## src/rtl/booth_mac_pkg.sv

```systemverilog
package booth_mac_pkg;

  typedef enum logic [1:0] {ST_IDLE, ST_RUN, ST_FIN} mac_state_e;

  // one radix-4 digit: magnitude one, magnitude two, negate
  typedef struct packed {
    logic neg;
    logic dbl;
    logic sel;
  } booth_dig_t;

  function automatic booth_dig_t booth_recode(input logic [2:0] grp);
    booth_dig_t d;
    d = '0;
    unique case (grp)
      3'b001, 3'b010: d.sel = 1'b1;
      3'b011:         d.dbl = 1'b1;
      3'b100:         begin d.dbl = 1'b1; d.neg = 1'b1; end
      3'b101, 3'b110: begin d.sel = 1'b1; d.neg = 1'b1; end
      default:        d = '0;
    endcase
    return d;
  endfunction

endpackage

```

## src/rtl/booth_pp_row.sv

```systemverilog
module booth_pp_row
  import booth_mac_pkg::*;
#(
  parameter int W  = 32,
  parameter int SH = 0
) (
  input  logic [W-1:0] mcand_i,
  input  logic [2:0]   grp_i,
  output logic [W-1:0] row_o,
  output logic         neg_o
);
  booth_dig_t   dig;
  logic [W-1:0] mag1, mag2, mag;

  assign dig  = booth_recode(grp_i);
  assign mag1 = mcand_i << SH;
  assign mag2 = mcand_i << (SH + 1);

  always_comb begin
    if (dig.dbl)      mag = mag2;
    else if (dig.sel) mag = mag1;
    else              mag = '0;
  end

  // negative rows: ones' complement here, +1 injected into the carry lsb
  assign row_o = dig.neg ? ~mag : mag;
  assign neg_o = dig.neg;
endmodule

```

## src/rtl/csa_layer.sv

```systemverilog
module csa_layer #(
  parameter int W = 32
) (
  input  logic [W-1:0] a_i,
  input  logic [W-1:0] b_i,
  input  logic [W-1:0] c_i,
  input  logic         cin_i,
  output logic [W-1:0] sum_o,
  output logic [W-1:0] carry_o
);
  logic [W-1:0] maj;

  assign sum_o   = a_i ^ b_i ^ c_i;
  assign maj     = (a_i & b_i) | (a_i & c_i) | (b_i & c_i);
  // msb carry leaves the modulo-2^W window
  assign carry_o = {maj[W-2:0], cin_i};
endmodule

```

## src/rtl/booth_csa_stack.sv

```systemverilog
module booth_csa_stack #(
  parameter int W      = 32,
  parameter int DIGITS = 4
) (
  input  logic [W-1:0]        mcand_i,
  input  logic [2*DIGITS-1:0] slice_i,
  input  logic                ov_i,
  input  logic [W-1:0]        sum_i,
  input  logic [W-1:0]        carry_i,
  output logic [W-1:0]        sum_o,
  output logic [W-1:0]        carry_o
);
  localparam int EW = 2 * DIGITS + 1;

  logic [EW-1:0] ext;
  logic [W-1:0]  s_w [DIGITS+1];
  logic [W-1:0]  c_w [DIGITS+1];

  assign ext    = {slice_i, ov_i};
  assign s_w[0] = sum_i;
  assign c_w[0] = carry_i;

  for (genvar k = 0; k < DIGITS; k++) begin : g_layer
    logic [W-1:0] row;
    logic         neg;

    booth_pp_row #(.W(W), .SH(2 * k)) i_row (
      .mcand_i (mcand_i),
      .grp_i   (ext[2*k+2:2*k]),
      .row_o   (row),
      .neg_o   (neg)
    );

    csa_layer #(.W(W)) i_csa (
      .a_i     (s_w[k]),
      .b_i     (c_w[k]),
      .c_i     (row),
      .cin_i   (neg),
      .sum_o   (s_w[k+1]),
      .carry_o (c_w[k+1])
    );
  end

  assign sum_o   = s_w[DIGITS];
  assign carry_o = c_w[DIGITS];
endmodule

```

## src/rtl/booth_mac_ctrl.sv

```systemverilog
module booth_mac_ctrl
  import booth_mac_pkg::*;
#(
  parameter int MAX_ITER = 4
) (
  input  logic clk_i,
  input  logic rst_ni,
  input  logic start_i,
  input  logic skip_i,
  input  logic stop_i,
  output logic load_o,
  output logic step_o,
  output logic fin_o,
  output logic idle_o
);
  localparam int CW = $clog2(MAX_ITER + 1);

  mac_state_e    st_q, st_d;
  logic [CW-1:0] iter_q;
  logic          last_iter;

  assign last_iter = (iter_q == CW'(MAX_ITER - 1));

  always_comb begin
    st_d = st_q;
    unique case (st_q)
      ST_IDLE: if (start_i) st_d = skip_i ? ST_FIN : ST_RUN;
      ST_RUN:  if (stop_i || last_iter) st_d = ST_FIN;
      ST_FIN:  st_d = ST_IDLE;
      default: st_d = ST_IDLE;
    endcase
  end

  assign load_o = (st_q == ST_IDLE) && start_i;
  assign step_o = (st_q == ST_RUN);
  assign fin_o  = (st_q == ST_FIN);
  assign idle_o = (st_q == ST_IDLE);

  always_ff @(posedge clk_i or negedge rst_ni) begin
    if (!rst_ni) begin
      st_q   <= ST_IDLE;
      iter_q <= '0;
    end else begin
      st_q <= st_d;
      if (load_o)      iter_q <= '0;
      else if (step_o) iter_q <= iter_q + 1'b1;
    end
  end
endmodule

```

## src/rtl/booth_mac.sv

```systemverilog
module booth_mac
  import booth_mac_pkg::*;
#(
  parameter int W      = 32,
  parameter int DIGITS = 4
) (
  input  logic         clk_i,
  input  logic         rst_ni,
  input  logic         start_i,
  input  logic [W-1:0] mcand_i,
  input  logic [W-1:0] mplier_i,
  input  logic [W-1:0] acc_i,
  input  logic         acc_en_i,
  output logic         done_o,
  output logic [W-1:0] result_o
);
  localparam int BPC      = 2 * DIGITS;
  localparam int MAX_ITER = W / BPC;

  logic [W-1:0] mcand_q, mreg_q, sum_q, carry_q;
  logic         ov_q;
  logic [W-1:0] next_m, sum_w, carry_w;
  logic         next_ov;
  logic         load, step, fin, idle_w;
  logic         skip, stop;

  // remaining bits recode to all-zero digits
  function automatic logic neutral(input logic [W-1:0] m, input logic ov);
    return ((m == '0) && !ov) || ((&m) && ov);
  endfunction

  assign next_m  = W'($signed(mreg_q) >>> BPC);
  assign next_ov = mreg_q[BPC-1];
  assign skip    = neutral(mplier_i, 1'b0);
  assign stop    = neutral(next_m, next_ov);

  booth_mac_ctrl #(.MAX_ITER(MAX_ITER)) i_ctrl (
    .clk_i   (clk_i),
    .rst_ni  (rst_ni),
    .start_i (start_i),
    .skip_i  (skip),
    .stop_i  (stop),
    .load_o  (load),
    .step_o  (step),
    .fin_o   (fin),
    .idle_o  (idle_w)
  );

  booth_csa_stack #(.W(W), .DIGITS(DIGITS)) i_stack (
    .mcand_i (mcand_q),
    .slice_i (mreg_q[BPC-1:0]),
    .ov_i    (ov_q),
    .sum_i   (sum_q),
    .carry_i (carry_q),
    .sum_o   (sum_w),
    .carry_o (carry_w)
  );

  always_ff @(posedge clk_i or negedge rst_ni) begin
    if (!rst_ni) begin
      mcand_q  <= '0;
      mreg_q   <= '0;
      ov_q     <= 1'b0;
      sum_q    <= '0;
      carry_q  <= '0;
      done_o   <= 1'b0;
      result_o <= '0;
    end else begin
      done_o <= fin;
      if (load) begin
        mcand_q <= mcand_i;
        mreg_q  <= mplier_i;
        ov_q    <= 1'b0;
        sum_q   <= acc_en_i ? acc_i : '0;
        carry_q <= '0;
      end else if (step) begin
        // multiplicand moves up one slice; redundant words stay aligned
        mcand_q <= mcand_q << BPC;
        mreg_q  <= next_m;
        ov_q    <= next_ov;
        sum_q   <= sum_w;
        carry_q <= carry_w;
      end
      if (fin) result_o <= sum_q + carry_q;
    end
  end
endmodule

```

## config.mk

```make
export PLATFORM = sky130hd
export DESIGN_NAME = booth_mac
export DESIGN_NICKNAME = d
export VERILOG_FILES = /design/src/rtl/booth_mac_pkg.sv /design/src/rtl/booth_pp_row.sv /design/src/rtl/csa_layer.sv /design/src/rtl/booth_csa_stack.sv /design/src/rtl/booth_mac_ctrl.sv /design/src/rtl/booth_mac.sv
export SDC_FILE = /design/constraint.sdc
export NUM_CORES = 1
export LEC_CHECK = 0
export ABC_AREA = 0
export BUFFER_PORTS_ARGS = -buffer_cell sky130_fd_sc_hd__clkbuf_2
export CELL_PAD_IN_SITES_DETAIL_PLACEMENT = 1
export CELL_PAD_IN_SITES_GLOBAL_PLACEMENT = 2
export CORE_MARGIN = 3
export CORE_UTILIZATION = 38
export DETAILED_ROUTE_END_ITERATION = 8
export GPL_ROUTABILITY_DRIVEN = 1
export GPL_TIMING_DRIVEN = 0
export PLACE_DENSITY = 0.92
export SLEW_MARGIN = 20
export SYNTH_ARGS = -nofsm -noshare
export SYNTH_HDL_FRONTEND = slang
export SYNTH_SLANG_ARGS = --single-unit
export TNS_END_PERCENT = 5
```

## constraint.sdc

```tcl
create_clock -name clk_i -period 4.4 [get_ports clk_i]
set_clock_uncertainty 0.1 [all_clocks]
set_input_delay 0.44 -clock clk_i [delete_from_list [all_inputs] [get_ports clk_i]]
set_output_delay 0.44 -clock clk_i [all_outputs]
set_load 0.02 [all_outputs]
```

---- Word-level counts from Yosys, hierarchy flattened ----
Cells that the tools add are included.
word-level totals
  word-level logic and storage cells ...... 138
  register bits ........................... 167
  bits of input ports ..................... 100
cells by class
  muxes and demuxes ....................... 41
  reduce and logical (&&, ||, !) cells .... 24
  equal/unequal tests ..................... 29
  bitwise logic cells ..................... 32
  $add $sub $neg .......................... 2
operators with widths
  kind                                                  number
  two-way mux 32 bit                                    20
  AND 31 bit                                            12
  XOR 32 bit                                            8
  OR 31 bit                                             8
  NOT 32 bit                                            4
  logical NOT 32 bit                                    2
  equality test 3 bit (second input constant)           12
  adder 32 bit                                          1
  two-way mux 31 bit                                    1
  equality test 3 x 2 -> 1 bit (second input constant)  9
  AND reduction 24 bit                                  1
  OR reduction 4 bit                                    4
  two-way mux 1 bit                                     14
  equality test 3 x 1 -> 1 bit (second input constant)  4
  OR reduction 3 bit                                    4
  OR reduction 2 bit                                    4
  two-way mux 2 bit                                     3
  two-way mux 3 bit                                     2
  != test 2 bit (second input constant)                 2
  one-hot mux 2 bit (2 select lines)                    1
  adder 3 x 1 -> 3 bit (second input constant)          1
  logical AND 1 bit                                     3
  equality test 2 x 1 -> 1 bit (second input constant)  1
  equality test 2 bit (second input constant)           1
  other kinds (5)                                       6

---- Logic depth before layout (Yosys ltp) ----
Gate-level depths: netlist (run 1).
  depth after elaboration ................. 21
  depth in mapped cells ................... 17

---- Hierarchy ----
A second synthesis (run 1) with hierarchy kept.
unflattened totals
  cells, all modules ...................... 1488
  area, all modules ....................... 15746.4 sq um
modules (own cells, without submodules)
  module                                    seq. area each (sq um)  cells an instance  instances  area an instance (sq um)
  booth_mac                                 4053.9                  884                1          8734.6
  csa_layer                                 0.0                     33                 4          651.9
  booth_pp_row at i_stack.g_layer[0].i_row  0.0                     121                1          1172.4
  booth_pp_row at i_stack.g_layer[2].i_row  0.0                     108                1          1009.7
  booth_pp_row at i_stack.g_layer[1].i_row  0.0                     116                1          991.0
  booth_pp_row at i_stack.g_layer[3].i_row  0.0                     104                1          969.7
  booth_mac_ctrl                            125.1                   23                 1          261.5

---- Worst setup path before layout (run 1) ----
OpenSTA, ideal clock, no wires.
  path type ............................... reg2reg
  start point ............................. register mreg_q[1]
  end point ............................... register sum_q[3]
  buffers on the path ..................... 3
  stages on the path, launching flop included .. 15
  required time ........................... 4.167 ns
  slack ................................... 0.333 ns
  clock period less this slack ............ 4.067 ns
  setup time .............................. 0.133 ns
  arrival time ............................ 3.834 ns
  cell sequence ........................... dfrtp_1 -> clkbuf_1 -> clkbuf_1 -> buf_1 -> xor2_1 -> a22oi_1 -> o21ai_0 -> fa_1 -> inv_1 -> fa_1 -> fa_1 -> inv_1 -> fa_1 -> a21oi_1 -> o21ai_0
on the way
  longest elaborated chain between the ends .. 20
RTL lines
  what                                               line                 source
  from (decl)                                        booth_mac.sv:20      logic [W-1:0] mcand_q, mreg_q, sum_q, carry_q;
  from (signal assigned)                             booth_mac.sv:72      mreg_q <= mplier_i;
  from (signal assigned)                             booth_mac.sv:79      mreg_q <= next_m;
  equality test 3 bit, or another cell as far along  booth_mac_pkg.sv:15  unique case (grp)
  OR reduction 4 bit (no line)                       --
  two-way mux 1 bit                                  booth_mac_pkg.sv:15
  two-way mux 32 bit                                 booth_pp_row.sv:21   else if (dig.sel) mag = mag1;
  two-way mux 32 bit                                 booth_pp_row.sv:20   if (dig.dbl) mag = mag2;
  NOT 32 bit                                         booth_pp_row.sv:26   assign row_o = dig.neg ? ~mag : mag;
  two-way mux 32 bit                                 booth_pp_row.sv:26
  AND 31 bit                                         csa_layer.sv:14      assign maj = (a_i & b_i) | (a_i & c_i) | (b_i & c_i);
  OR 31 bit (2 in series)                            csa_layer.sv:14
  AND 31 bit                                         csa_layer.sv:14
  OR 31 bit (2 in series)                            csa_layer.sv:14
  AND 31 bit                                         csa_layer.sv:14
  OR 31 bit (2 in series)                            csa_layer.sv:14
  XOR 32 bit * (2 in series)                         csa_layer.sv:13      assign sum_o = a_i ^ b_i ^ c_i;
  two-way mux 32 bit *                               booth_mac.sv:76      end else if (step) begin
  two-way mux 32 bit *                               booth_mac.sv:70      if (load) begin
  to (signal assigned)                               booth_mac.sv:74      sum_q <= acc_en_i ? acc_i : '0;
  to (signal assigned)                               booth_mac.sv:81      sum_q <= sum_w;
  to (decl)                                          booth_mac.sv:20
Mark *: on every way between the ends. The rest lies on a longest branch, timed or not. The select of a mux whose other input is x is not followed.
A chain may end at the register's enable or synchronous reset.

---- Worst setup path in the final report (run 1) ----
  start point ............................. register mreg_q[2]
  end point ............................... register sum_q[26]
on the way
  longest elaborated chain between the ends .. 17
RTL lines
  what                                               line
  equality test 3 bit, or another cell as far along  booth_mac_pkg.sv:15
  OR reduction 4 bit (no line)                       --
  two-way mux 1 bit                                  booth_mac_pkg.sv:15
  two-way mux 32 bit                                 booth_pp_row.sv:21
  two-way mux 32 bit                                 booth_pp_row.sv:20
  NOT 32 bit                                         booth_pp_row.sv:26
  two-way mux 32 bit *                               booth_pp_row.sv:26
  AND 31 bit                                         csa_layer.sv:14
  OR 31 bit (2 in series)                            csa_layer.sv:14
  AND 31 bit                                         csa_layer.sv:14
  OR 31 bit (2 in series)                            csa_layer.sv:14
  XOR 32 bit * (2 in series)                         csa_layer.sv:13
  two-way mux 32 bit *                               booth_mac.sv:76
  two-way mux 32 bit *                               booth_mac.sv:70
Marked as above.

==> metrics.txt, run 1 <==
Worst Path Required=4.67 ns; DR WL/cell=23.4 um; R2R Setup Slk=0.13 ns; CTS tree=built; gp weighted congestion=0.899; R2R Path End=sum_q[26]; Worst Reg-to-Reg Cells=11; initial antenna violation count=2; max-cap violation count=0; Hold Vio Cnt, Final=0; PortBufs=132; top cells by count, synth=o21ai_0 (189), dfrtp_1 (167), nand2_1 (152); final instance area=16,700 sq um; post-layout util=0.441; fin cells=2,352; most frequent cell after synthesis=o21ai_0; clk_lat worst skew=0.47 ns; Cell variety after synth=65; Reg clk slew, reported paths=0.08 ns; #FFs+latches synth=167; Initial Util=0.388; Detailed Routing Iterations Pass 1=6; Hold Startpoint=mcand_i[4]; DP Worst Slack=-0.528 ns; Post-Route WL=55,200 um; largest net degree at the start of global routing=82; critical path fanouts, max=10; H-tree levels=4; ys async rst share=1.00; # fillers=4,570; total gr overflow=0; layout cells sized above 1=0.105; TritonCTS Buffers=17; die width=203 um; core footprint=37,800 sq um; number of I/O pins=133; Synth top area share=0.285; Total Die Area=41,000 sq um; CTS sink cnt=167; fmax=234 MHz; Synth area leader=dfrtp_1; Worst Hold Depth=2; vias in the first global route=14.4k; WP data arrival=4.55 ns; Rows=71; sequential fraction of the synthesis area=0.285; critical path endpoint category=flip-flop; drt drc=0; worst slew pin tran=1.16 ns; Routed Antenna Nets=0; Worst setup SP type=flip-flop; Mapped Cells=1,678; vias per inst=5.78; worst setup path class=reg2reg; Post-Place Cell Area=16,100 sq um; Setup violations, final=0; P&R area growth vs syn=13.7%; hold worst-path end=mcand_q[4]; synthesized area=14,700 sq um; Antenna diodes=0; crit path time final=4.27 ns; Slew Viols, Final=0; 1st-iter DRT viols=892; worst r2r src=mreg_q[2]; global-route wire length before repair=85,500 um; crit share post-route=0.972; GRT Total Usage=0.270; YS warnings=0; outcome=finished clean; Hold Path Class=in2reg; Max Root-Sink Buffers=2; placed cell count=2,323; Worst slew margin=0.223; nets=2,085; root buffer selected by CTS=clkbuf_16; Mapped Nets=1,935; DPL Wire Length=43,100 um; top cells by area, synth=dfrtp_1 (28%), fa_1 (17%), o21ai_0 (6.4%); syn_area_per_cell=8.75 sq um; setup ws final=0.125 ns; via count=13.6k; dominant synthesized flop cell=dfrtp_1; Post-synth EDFFs=0; Die H=203 um
-- worst max-delay path by stage --
stage	slack, ns	from	end
floorplan	0.33	mreg_q[1]	sum_q[3]
global placement	-0.49	mreg_q[1]	sum_q[26]
detailed placement	-0.53	mreg_q[1]	sum_q[16]
CTS	-0.002	mreg_q[1]	sum_q[10]
global route	-0.0005	mreg_q[2]	sum_q[24]
finish	0.13	mreg_q[2]	sum_q[26]
-- metrics by stage --
| stage | TNS [ns] | hold slack (ns) |
|---|---|---|
| 3_5_place_dp | -18.61 | 0.216 |
| 6_report | 0 | 0.0973 |
| 2_1_floorplan | 0 | 0.0444 |
| 4_1_cts | -0.00185 | 0.0871 |
| 3_3_place_gp | -86.88 | 0.364 |
| 5_1_grt | -0.000504 | 0.101 |
-- critical path, stage by stage (launching register included) --
cell,delay [ns]
dfrtp_1,0.41
clkbuf_1,0.30
xnor2_4,0.50
clkbuf_1,0.55
nor2_1,0.11
a211oi_1,0.47
fa_1,0.48
inv_1,0.08
fa_1,0.42
fa_1,0.49
a21oi_1,0.06
o21ai_0,0.20
-- layer usage --
| metal | GRT usage | share of wire | vias to the layer above |
|---|---|---|---|
| met5 | 0 | 0.00024 | - |
| met4 | 0.126 | 0.048 | 2 |
| met3 | 0.0451 | 0.057 | 129 |
| met2 | 0.441 | 0.47 | 499 |
| met1 | 0.353 | 0.42 | 6903 |
| li1 | - | - | 6069 |
-- kinds of logic after synthesis --
family                   after synthesis  share of synthesized area
XOR/XNOR                             144                     0.0859
adder cells (fa/ha/maj)              157                      0.197
multiplexers                           1                   0.000682
flip-flops                           167                      0.285
AO/OA/AOI/OAI                        548                      0.240
buffers and inverters                308                     0.0791
AND/OR/NAND/NOR                      353                      0.113
-- layout by cell type (no fill, tap or decap), drive strengths merged, types with 8 or more instances in the layout --
master  instances
inv           148
dfrtp         167
fa            123
o31ai           9
a22oi         120
and3           37
nand2         152
a21oi          77
a21o           10
clkbuf        275
a211oi         37
o21a           11
a22o           41
nand3          13
nor2           81
nand4           9
nand2b          9
ha             34
buf            39
xnor2          51
nor3            8
o21ai         205
xor2           93
nor4           15
-- sequential cells by signal (all words and copies together) (netlist names) --
register and count:
carry_q 32, ov_q 1, sum_q 32, mreg_q 32, i_ctrl.st_q 2, result_o 32, mcand_q 32, done_o 1
i_ctrl.iter_q 3
-- cell type report --
cell class,count,area [sq um],area share
multi-input combinational,1203,9370,0.561
clock inverter,14,164,0.00982
tap,511,639,0.0383
buffer,162,629,0.0377
sequential,167,4180,0.251
inverter,142,533,0.0319
clock buffer,18,439,0.0263
timing repair buffer,135,734,0.0440
-- repair_timing --
| action | 4_1_cts | 5_1_grt |
|---|---|---|
| hold buffers | 1 | 0 |
| resized for setup | 17 | 15 |
| hold endpoints to repair | 14 | 0 |
| setup buffers | 0 | 0 |
| endpoints found under the setup margin | 61 | 54 |
Power of run 1 is left out: the tool's default activity adds up to more than one toggle a clock period on the data nets, which glitch-free logic cannot reach.
==> inputs of run 2 (changes only) <==
- BUFFER_PORTS_ARGS: -buffer_cell sky130_fd_sc_hd__clkbuf_2 -> -buffer_cell sky130_fd_sc_hd__buf_4
- CTS_BUF_LIST: default -> sky130_fd_sc_hd__clkbuf_16
==> run 2 against run 1 <==
Effect of this change:
- register-to-register slack gained 0.08 ns
- utilization up 0.84 points
- via count decreased by 0.49%
- critical path type unchanged
- count of clock-buffer cells in the layout decreased by 1
- global-route usage hardly changed
==> metrics.txt, run 2 (synthesis gave the netlist of run 1 again) <==
outcome=finished clean; die width=203 um (unchanged); Post-Place Cell Area=16,400 sq um (+1.9%); R2R Path End=sum_q[8]; fmax=238 MHz (+1.8%); most common cell after layout, fill and taps aside=o21ai_0; DR WL/cell=23.4 um (-0.39%); vias in the first global route=14.4k (+0.40%); drt drc=0 (unchanged); Routed Antenna Nets=0 (unchanged); Reg clk slew, reported paths=0.08 ns (about the same); vias per inst=5.76 (-0.45%); Post-CTS Setup Bufs=0 (unchanged); PortBufs=132 (unchanged); global-route wire length before repair=86,100 um (+0.67%); Hold Path Class=in2reg; via count=13.5k (-0.49%); crit share post-route=0.954 (-0.0172); Worst setup SP type=flip-flop; register area=4180 sq um (unchanged); crit path time final=4.20 ns (-0.0755 ns); worst slew pin tran=1.15 ns (-0.0106 ns); Worst Setup SP=mreg_q[1]; Slew Viols, Final=0 (unchanged); clk_lat worst skew=0.46 ns (about the same); Die H=203 um (unchanged); CTS tree=built; DPL Wire Length=43,100 um (+0.16%); max-cap violation count=0 (unchanged); Critical path destination=sum_q[8]; initial antenna violation count=0 (-2); Setup violations, final=0 (unchanged); Worst Reg-to-Reg Cells=12 (+1); post-layout util=0.449 (+0.00836); core footprint=37,800 sq um (unchanged); Hold Vio Cnt, Final=0 (unchanged); area of the multi-input gates=9370 sq um (about the same); H-tree levels=4 (unchanged); GRT Total Usage=0.271 (+0.000343); layout cells sized above 1=0.106 (+0.00114); Rows=71 (unchanged); # fillers=4,539 (-0.68%); worst setup path class=reg2reg; worst r2r src=mreg_q[1]; root buffer selected by CTS=clkbuf_16; Worst slew margin=0.230 (+0.00710); TritonCTS Buffers=17 (unchanged); Total Die Area=41,000 sq um (unchanged); R2R Setup Slk=0.20 ns (+0.08 ns); Antenna diodes=0 (unchanged); P&R area growth vs syn=15.8%; number of I/O pins=133 (unchanged); Post-Route WL=54,900 um (-0.43%); CTS sink cnt=167 (unchanged); gp weighted congestion=0.910 (+1.3%); RSZ-0062 raised after global routing=false; Max Root-Sink Buffers=2 (unchanged); WP data arrival=4.41 ns (-0.14 ns); critical path endpoint category=flip-flop; critical path fanouts, max=10 (unchanged); Worst Path Required=4.61 ns (-0.06 ns); 1st-iter DRT viols=843 (-5.5%); Setup TNS Final=0 ns (unchanged); nets=2,084 (-0.048%); Initial Util=0.388 (unchanged); final instance area=17,000 sq um (+1.9%); largest net degree at the start of global routing=92 (+12%); leading cell types in the layout, fill and taps excluded=o21ai_0 (182), dfrtp_1 (166), nand2_1 (152); total gr overflow=0 (unchanged); Detailed Routing Iterations Pass 1=5 (-1)
## run 2: cell types whose count changed in the layout (fill, tap and decap cells not counted), sizes merged
| cell | delta |
|---|---|
| clkinvlp | +1 |
| buf | +131 |
| clkinv | -2 |
| clkbuf | -133 |
| bufinv | +1 |
| inv | +1 |
## run 2: critical path, cell delays in order, from the launching register on
cell and delay (ns):
dfrtp_2 0.44, inv_1 0.11, or3_1 0.49, clkbuf_2 0.28, o21ai_0 0.44, fa_1 0.51
inv_1 0.09, fa_1 0.42, inv_1 0.08, fa_1 0.42, fa_1 0.45, a21oi_1 0.13
o21ai_0 0.09
## run 2: final cells by class
cell class	count	share of cell area
Buffer	162	0.0371
Clock buffer	17	0.0250
Clock inverter	15	0.0110
Inverter	142	0.0314
Multi-Input combinational cell	1203	0.551
Sequential cell	167	0.246
Tap cell	511	0.0376
Timing Repair Buffer	134	0.0609
## run 2: routing by layer
| metal | share of wire | vias up | GRT usage | routed length (um) |
|---|---|---|---|---|
| met1 | 0.43 | 6945 | 0.356 | 23600 |
| li1 | - | 6050 | - | - |
| met2 | 0.48 | 435 | 0.450 | 26400 |
| met5 | 0 | - | 0 | 0 |
| met4 | 0.039 | 0 | 0.111 | 2120 |
| met3 | 0.050 | 105 | 0.0391 | 2740 |
## run 2: metrics by stage
step                hold slack (ns)  setup slack [ns]  cells
global placement              0.366            -0.489   2321
floorplan                    0.0444             0.333   1678
detailed placement            0.367            -0.555   2322
CTS                          0.0845           -0.0111   2354
finish                        0.105             0.201   2351
global route                 0.0853            0.0453   2351
## run 2: worst min path at each step
stage                 start  depth (start not counted)      endpoint
6_report         mcand_i[2]                          2    mcand_q[2]
5_1_grt        mplier_i[31]                          3    mreg_q[31]
4_1_cts        mplier_i[31]                          3    mreg_q[31]
3_5_place_dp         rst_ni                          1  result_o[29]
3_3_place_gp    result_o[0]                          2   result_o[0]
2_1_floorplan        rst_ni                          0    carry_q[0]
## run 2: timing repair
action                                  4_1_cts  5_1_grt
endpoints found under the setup margin       61       45
endpoints found under the hold margin        76        0
gates resized for setup                      15       14
hold buffers                                  1        0
Power of run 2 is left out for the same reason.
